## src/rtl/bus_strobe_pkg.sv

```systemverilog
package bus_strobe_pkg;
  localparam int SEL_W   = 3;
  localparam int CHAIN_W = 4;                    // longest divide = 2**CHAIN_W
  localparam int SH_W    = $clog2(CHAIN_W + 1);

  typedef logic [SEL_W-1:0] div_sel_t;
  typedef logic [SH_W-1:0]  shift_t;

  // 0..3 -> divide 1, 4..7 -> divide 2..16
  function automatic shift_t sel_to_shift(div_sel_t s);
    if (s < div_sel_t'(4)) return shift_t'(0);
    return shift_t'(s - div_sel_t'(3));
  endfunction

  function automatic shift_t timer_shift(shift_t bus_sh);
    return (bus_sh == shift_t'(0)) ? shift_t'(0) : shift_t'(bus_sh - shift_t'(1));
  endfunction
endpackage

```

## src/rtl/div_chain.sv

```systemverilog
module div_chain #(
  parameter int CHAIN_W = bus_strobe_pkg::CHAIN_W
) (
  input  logic               clk_i,
  input  logic               rst_ni,
  output logic [CHAIN_W-1:0] cnt_o,
  output logic               wrap_o
);
  logic [CHAIN_W-1:0] cnt_q;

  always_ff @(posedge clk_i or negedge rst_ni) begin
    if (!rst_ni) cnt_q <= '0;
    else         cnt_q <= cnt_q + 1'b1;
  end

  assign cnt_o  = cnt_q;
  assign wrap_o = &cnt_q;
endmodule

```

## src/rtl/tap_select.sv

```systemverilog
module tap_select
  import bus_strobe_pkg::*;
#(
  parameter int CHAIN_W = bus_strobe_pkg::CHAIN_W
) (
  input  logic               clk_i,
  input  logic               rst_ni,
  input  logic [CHAIN_W-1:0] cnt_i,
  input  logic               wrap_i,
  input  div_sel_t           sel_i,
  output div_sel_t           sel_q_o,
  output logic               bus_en_o,
  output logic               tmr_en_o
);
  logic [CHAIN_W:0] tap;
  div_sel_t         sel_q;
  shift_t           bus_sh, tmr_sh;

  // tap k fires when the low k chain bits are zero
  for (genvar k = 0; k <= CHAIN_W; k++) begin : g_tap
    localparam logic [CHAIN_W-1:0] MASK = CHAIN_W'((32'd1 << k) - 32'd1);
    assign tap[k] = ((cnt_i & MASK) == '0);
  end

  // select only moves at full wraparound
  always_ff @(posedge clk_i or negedge rst_ni) begin
    if (!rst_ni)     sel_q <= '0;
    else if (wrap_i) sel_q <= sel_i;
  end

  always_comb begin
    bus_sh = sel_to_shift(sel_q);
    tmr_sh = timer_shift(bus_sh);
  end

  assign bus_en_o = tap[bus_sh];
  assign tmr_en_o = tap[tmr_sh];
  assign sel_q_o  = sel_q;
endmodule

```

## src/rtl/conv_div.sv

```systemverilog
module conv_div #(
  parameter int DIV = 6,
  localparam int CW = $clog2(DIV)
) (
  input  logic clk_i,
  input  logic rst_ni,
  input  logic en_i,
  output logic en_o
);
  logic [CW-1:0] cnt_q;

  always_ff @(posedge clk_i or negedge rst_ni) begin
    if (!rst_ni)   cnt_q <= '0;
    else if (en_i) cnt_q <= (cnt_q == CW'(DIV - 1)) ? '0 : cnt_q + 1'b1;
  end

  assign en_o = en_i && (cnt_q == '0);
endmodule

```

## src/rtl/bus_strobe_gen.sv

```systemverilog
module bus_strobe_gen
  import bus_strobe_pkg::*;
#(
  parameter int CONV_DIV = 6
) (
  input  logic       clk_i,
  input  logic       rst_ni,
  input  logic [2:0] bus0_sel_i,
  input  logic [2:0] bus1_sel_i,
  output logic       bus0_en_o,
  output logic       bus1_en_o,
  output logic       tmr0_en_o,
  output logic       tmr1_en_o,
  output logic       conv_en_o
);
  localparam int NBUS = 2;

  logic [CHAIN_W-1:0] chain_cnt;
  logic               chain_wrap;
  div_sel_t           sel_in [NBUS];
  div_sel_t           sel_q  [NBUS];
  logic [NBUS-1:0]    bus_en, tmr_en;

  assign sel_in[0] = bus0_sel_i;
  assign sel_in[1] = bus1_sel_i;

  div_chain #(.CHAIN_W(CHAIN_W)) u_chain (
    .clk_i  (clk_i),
    .rst_ni (rst_ni),
    .cnt_o  (chain_cnt),
    .wrap_o (chain_wrap)
  );

  for (genvar g = 0; g < NBUS; g++) begin : g_bus
    tap_select #(.CHAIN_W(CHAIN_W)) u_tap (
      .clk_i    (clk_i),
      .rst_ni   (rst_ni),
      .cnt_i    (chain_cnt),
      .wrap_i   (chain_wrap),
      .sel_i    (sel_in[g]),
      .sel_q_o  (sel_q[g]),
      .bus_en_o (bus_en[g]),
      .tmr_en_o (tmr_en[g])
    );
  end

  conv_div #(.DIV(CONV_DIV)) u_conv (
    .clk_i  (clk_i),
    .rst_ni (rst_ni),
    .en_i   (bus_en[1]),
    .en_o   (conv_en_o)
  );

  assign bus0_en_o = bus_en[0];
  assign bus1_en_o = bus_en[1];
  assign tmr0_en_o = tmr_en[0];
  assign tmr1_en_o = tmr_en[1];
endmodule

```

## config.mk

```make
export PLATFORM = sky130hd
export DESIGN_NAME = bus_strobe_gen
export DESIGN_NICKNAME = d
export VERILOG_FILES = /design/src/rtl/bus_strobe_pkg.sv /design/src/rtl/div_chain.sv /design/src/rtl/tap_select.sv /design/src/rtl/conv_div.sv /design/src/rtl/bus_strobe_gen.sv
export SDC_FILE = /design/constraint.sdc
export NUM_CORES = 1
export LEC_CHECK = 0
export BUFFER_PORTS_ARGS = -buffer_cell sky130_fd_sc_hd__clkbuf_2
export CORE_MARGIN = 10
export CORE_UTILIZATION = 45
export DETAILED_ROUTE_END_ITERATION = 12
export GPL_ROUTABILITY_DRIVEN = 0
export PLACE_DENSITY = 0.75
export SLEW_MARGIN = 0
export SYNTH_ARGS = -nofsm -noshare
export SYNTH_HDL_FRONTEND = slang
export SYNTH_HIERARCHICAL = 1
export SYNTH_SLANG_ARGS = --single-unit
```

## constraint.sdc

```tcl
create_clock -name clk_i -period 1.9 [get_ports clk_i]
set_clock_uncertainty 0.15 [all_clocks]
set_input_delay 0.19 -clock clk_i [delete_from_list [all_inputs] [get_ports clk_i]]
set_output_delay 0.19 -clock clk_i [all_outputs]
set_load 0.01 [all_outputs]
```

==> summary.txt <==
Placed design
  • Buffers on Ports: 12
  • DP Worst Slack: -119 ps
  • Post-DP HPWL: 1.25 mm

Synthesis
  • Cell Area, Synth: just over 700 sq um
  • Yosys reg bits: 13
  • Netlist cell types: 21
  • Syn nets: 77
  • Synth warn: 6
  • Sequential cell area fraction in the yosys report: 46.1%
  • Post-Syn Area per Cell: 10.7 sq um
  • Synth Instances: 66

STA
  • Unrepaired setup endpoints after global routing: true
  • Final worst slack: -335 ps
  • Min Clock Period, post-route: approximately 2200 ps
  • Hold_ws: 13.7 ps
  • Setup violations, final: 7
  • Worst-Margin Slew: 321 ps
  • Slew HR: 78.6%
  • Fmax: 0.447 GHz
  • Slew Viols, Final: 0
  • Final hold vios: 0
  • Fin crit share: 118%

Clock tree
  • Max Buffers Root-to-Sink: 2
  • Clock sinks: 13
  • Clock-pin slew on the worst setup and hold paths: 70 ps
  • CTS Root Cell: clkbuf_4
  • CTS tree: built
  • Worst-Skew Late Latency: 260 ps
  • Inserted Clock Buffers: 3
  • CTS H-tree lvls: 1

Routing
  • Routed WL per cell: 16.3 microns
  • Initial DRC count: 10
  • Final antenna-violating net count: 0
  • # DRC: 0
  • Via count: 656
  • First-pass iteration count of the detailed router: 4
  • Via density: 5.47
  • Detailed Route WL: about 2.0 mm

Power and ir drop
  • Maximum VDD drop: slightly above 0.5 mV
  • Switching share of power: 29.9%
  • Flop pwr share: 49.4%
  • Clock Power Share: a little over a fifth
  • Pwr/cell area: 702 nW/um^2
  • Internal: 0.535 mW
  • Gate power share: ~30%
  • Leakage: around 0.53 nW
  • Net Switching: 0.228 mW

Die
  • Die span in x: 59.6 microns
  • IO Count: 13
  • Die height: just under 60 microns
  • Die Area: 3550 sq um
  • # rows: 14
  • Initial core utilization: 47.4%
  • Core area: between 1000 and 1500 sq um

Setup path
  • Critical Path Sink Type: output pin
  • Setup CP Type: register to output pin
  • Crit path max fanout: 3
  • Critical path's largest stage delay: 420 ps
  • Buf/Inv on CP: 2
  • Critical path required time: around 1600 ps
  • Worst EP arrival: between 1500 and 2000 ps
  • Slowest-stage cell, CP: or4_4
  • Largest delay share family, worst path: simple AND/OR/NAND/NOR gates
  • Crit path launch type: register
  • R2R Setup Slk: -320 ps
  • R2R Path End: u_conv/cnt_q[2]
  • Critical path, cell by cell: buf_4 > or4_4 > or3b_1 > a41oi_2 > buf_2
  • Worst R2R Path Depth: 9
  • Reg-to-reg startpoint: g_bus[1].u_tap/sel_q_o[0]

Status
  • Failing checks: negative setup slack
  • Status: complete, but fails checks

GRT
  • Initial antenna violation count: 0
  • Largest net degree at the start of global routing: 14
  • Global-route wire length before repair: 3.06 mm
  • Global Route Usage Sum: a little under an eighth
  • Total congestion overflow: 0
  • Vias in the first global route: about 660

Layout
  • Layout Nets: 116
  • Area growth syn-to-layout: 53.9%
  • Most frequent cells in the layout: 17 x buf_4, 12 x dfrtp_1, 8 x o21ai_0, 7 x clkbuf_2, 5 x inv_1
  • Final Util: ~73%
  • Number of inserted diodes: 0
  • Fraction of final layout cells sized beyond drive strength 1: 53.8%
  • # fillers: 98
  • Commonest non-fill, non-tap cell in the layout: buf_4

Flow run
  • Max_cap viols: 0

Hold path
  • Worst hold start: bus1_sel_i[0]
  • WHS Path Cells: 2
  • Min-Delay Endpoint: g_bus[1].u_tap/sel_q_o[0]
  • HP Class: input port to register
## logic make-up (layout without fill, tap and decap cells)
family / count (synthesis) / count (layout) / share of synthesized area, %
simple gates: 18 / 18 / 15.6
compound gates: 18 / 18 / 16.0
buf+inv: 5 / 43 / 2.66
flops: 13 / 13 / 46.1
fa+ha+maj: 3 / 3 / 5.32
mux: 6 / 6 / 10.6
xor+xnor: 3 / 3 / 3.72
## registers in the layout (all words and copies together), names as in the netlist
signal and cells:
u_chain/cnt_o 4, g_bus.u_tap/sel_q_o 6, u_conv/cnt_q 3
## synth_stat cells
| cell type | n | share of area, % |
|---|---|---|
| or3b_1 | 2 | 2.5 |
| dfrtp_1 | 13 | 46 |
| nand2_2 | 1 | 0.89 |
| a41oi_1 | 2 | 2.5 |
| ha_1 | 3 | 5.3 |
| nor2_1 | 1 | 0.53 |
| or4_1 | 2 | 2.1 |
| xnor2_1 | 1 | 1.2 |
| nor2b_1 | 3 | 2.7 |
| o21ai_0 | 12 | 8.5 |
| and3_2 | 1 | 1.1 |
| mux2_2 | 4 | 6.4 |
| a31o_2 | 2 | 2.5 |
| nand2_1 | 4 | 2.1 |
| nand2b_1 | 2 | 1.8 |
| a221oi_1 | 2 | 2.5 |
| xor2_1 | 2 | 2.5 |
| nor4b_1 | 1 | 1.2 |
| mux2_4 | 2 | 4.3 |
| inv_1 | 5 | 2.7 |
| nand3_1 | 1 | 0.71 |
## stage by stage
step | total power [mW] | setup TNS, ps | std cells | cell area [sq um]
after global routing | 0.805 | -2370 | 120 | 1090
final | 0.762 | -1940 | 120 | 1090
after floorplan | 0.494 | -82.5 | 66 | 737
after global placement | 0.547 | -154 | 107 | 915
after CTS | 0.748 | -1950 | 120 | 1050
after detailed placement | 0.554 | -338 | 107 | 915
## power by group through the flow
| stage | clock, mW | combinational [mW] | sequential, mW |
|---|---|---|---|
| floorplan | 0 | 0.128 | 0.365 |
| global placement | 0 | 0.177 | 0.370 |
| detailed placement | 0 | 0.181 | 0.373 |
| CTS | 0.170 | 0.207 | 0.371 |
| global route | 0.182 | 0.240 | 0.384 |
| finish | 0.163 | 0.223 | 0.377 |
## area by class of cell
cell class | instances | area (sq um) | share of cell area (%)
Multi-Input combinational cell | 48 | 440 | 40.6
Sequential cell | 13 | 327 | 30.1
Inverter | 5 | 18.8 | 1.73
Timing Repair Buffer | 34 | 254 | 23.4
Clock buffer | 4 | 26.3 | 2.42
Tap cell | 16 | 20.0 | 1.84
## worst max-delay path by stage
stage	from	to	slack (ps)	depth (start not counted)
2_1_floorplan	u_chain/cnt_o[1]	u_conv/cnt_q[1]	-40	5
6_report	u_chain/cnt_o[3]	tmr0_en_o	-340	5
3_5_place_dp	g_bus[1].u_tap/sel_q_o[0]	tmr1_en_o	-120	5
3_3_place_gp	u_chain/cnt_o[1]	tmr1_en_o	-60	4
4_1_cts	u_chain/cnt_o[3]	tmr0_en_o	-340	5
5_1_grt	u_chain/cnt_o[3]	conv_en_o	-390	5
## layer usage
metal	GRT usage, %	up-vias	wire (microns)	part of all wire, %
met5	0	-	0	0
met4	5.13	0	12	0.62
met3	2.79	2	71	3.6
met2	19.5	10	1090	56
met1	12.7	325	773	40
li1	-	319	-	-
## repair_timing
item                                   CTS  global route
hold buffers                             4             0
pin swaps                                5             4
buffers inserted                         5             0
endpoints found under the hold margin   16             0
setup endpoints to repair                7             8
gates resized for setup                  7            13
Note: power is estimated with default switching activity, not from simulation.
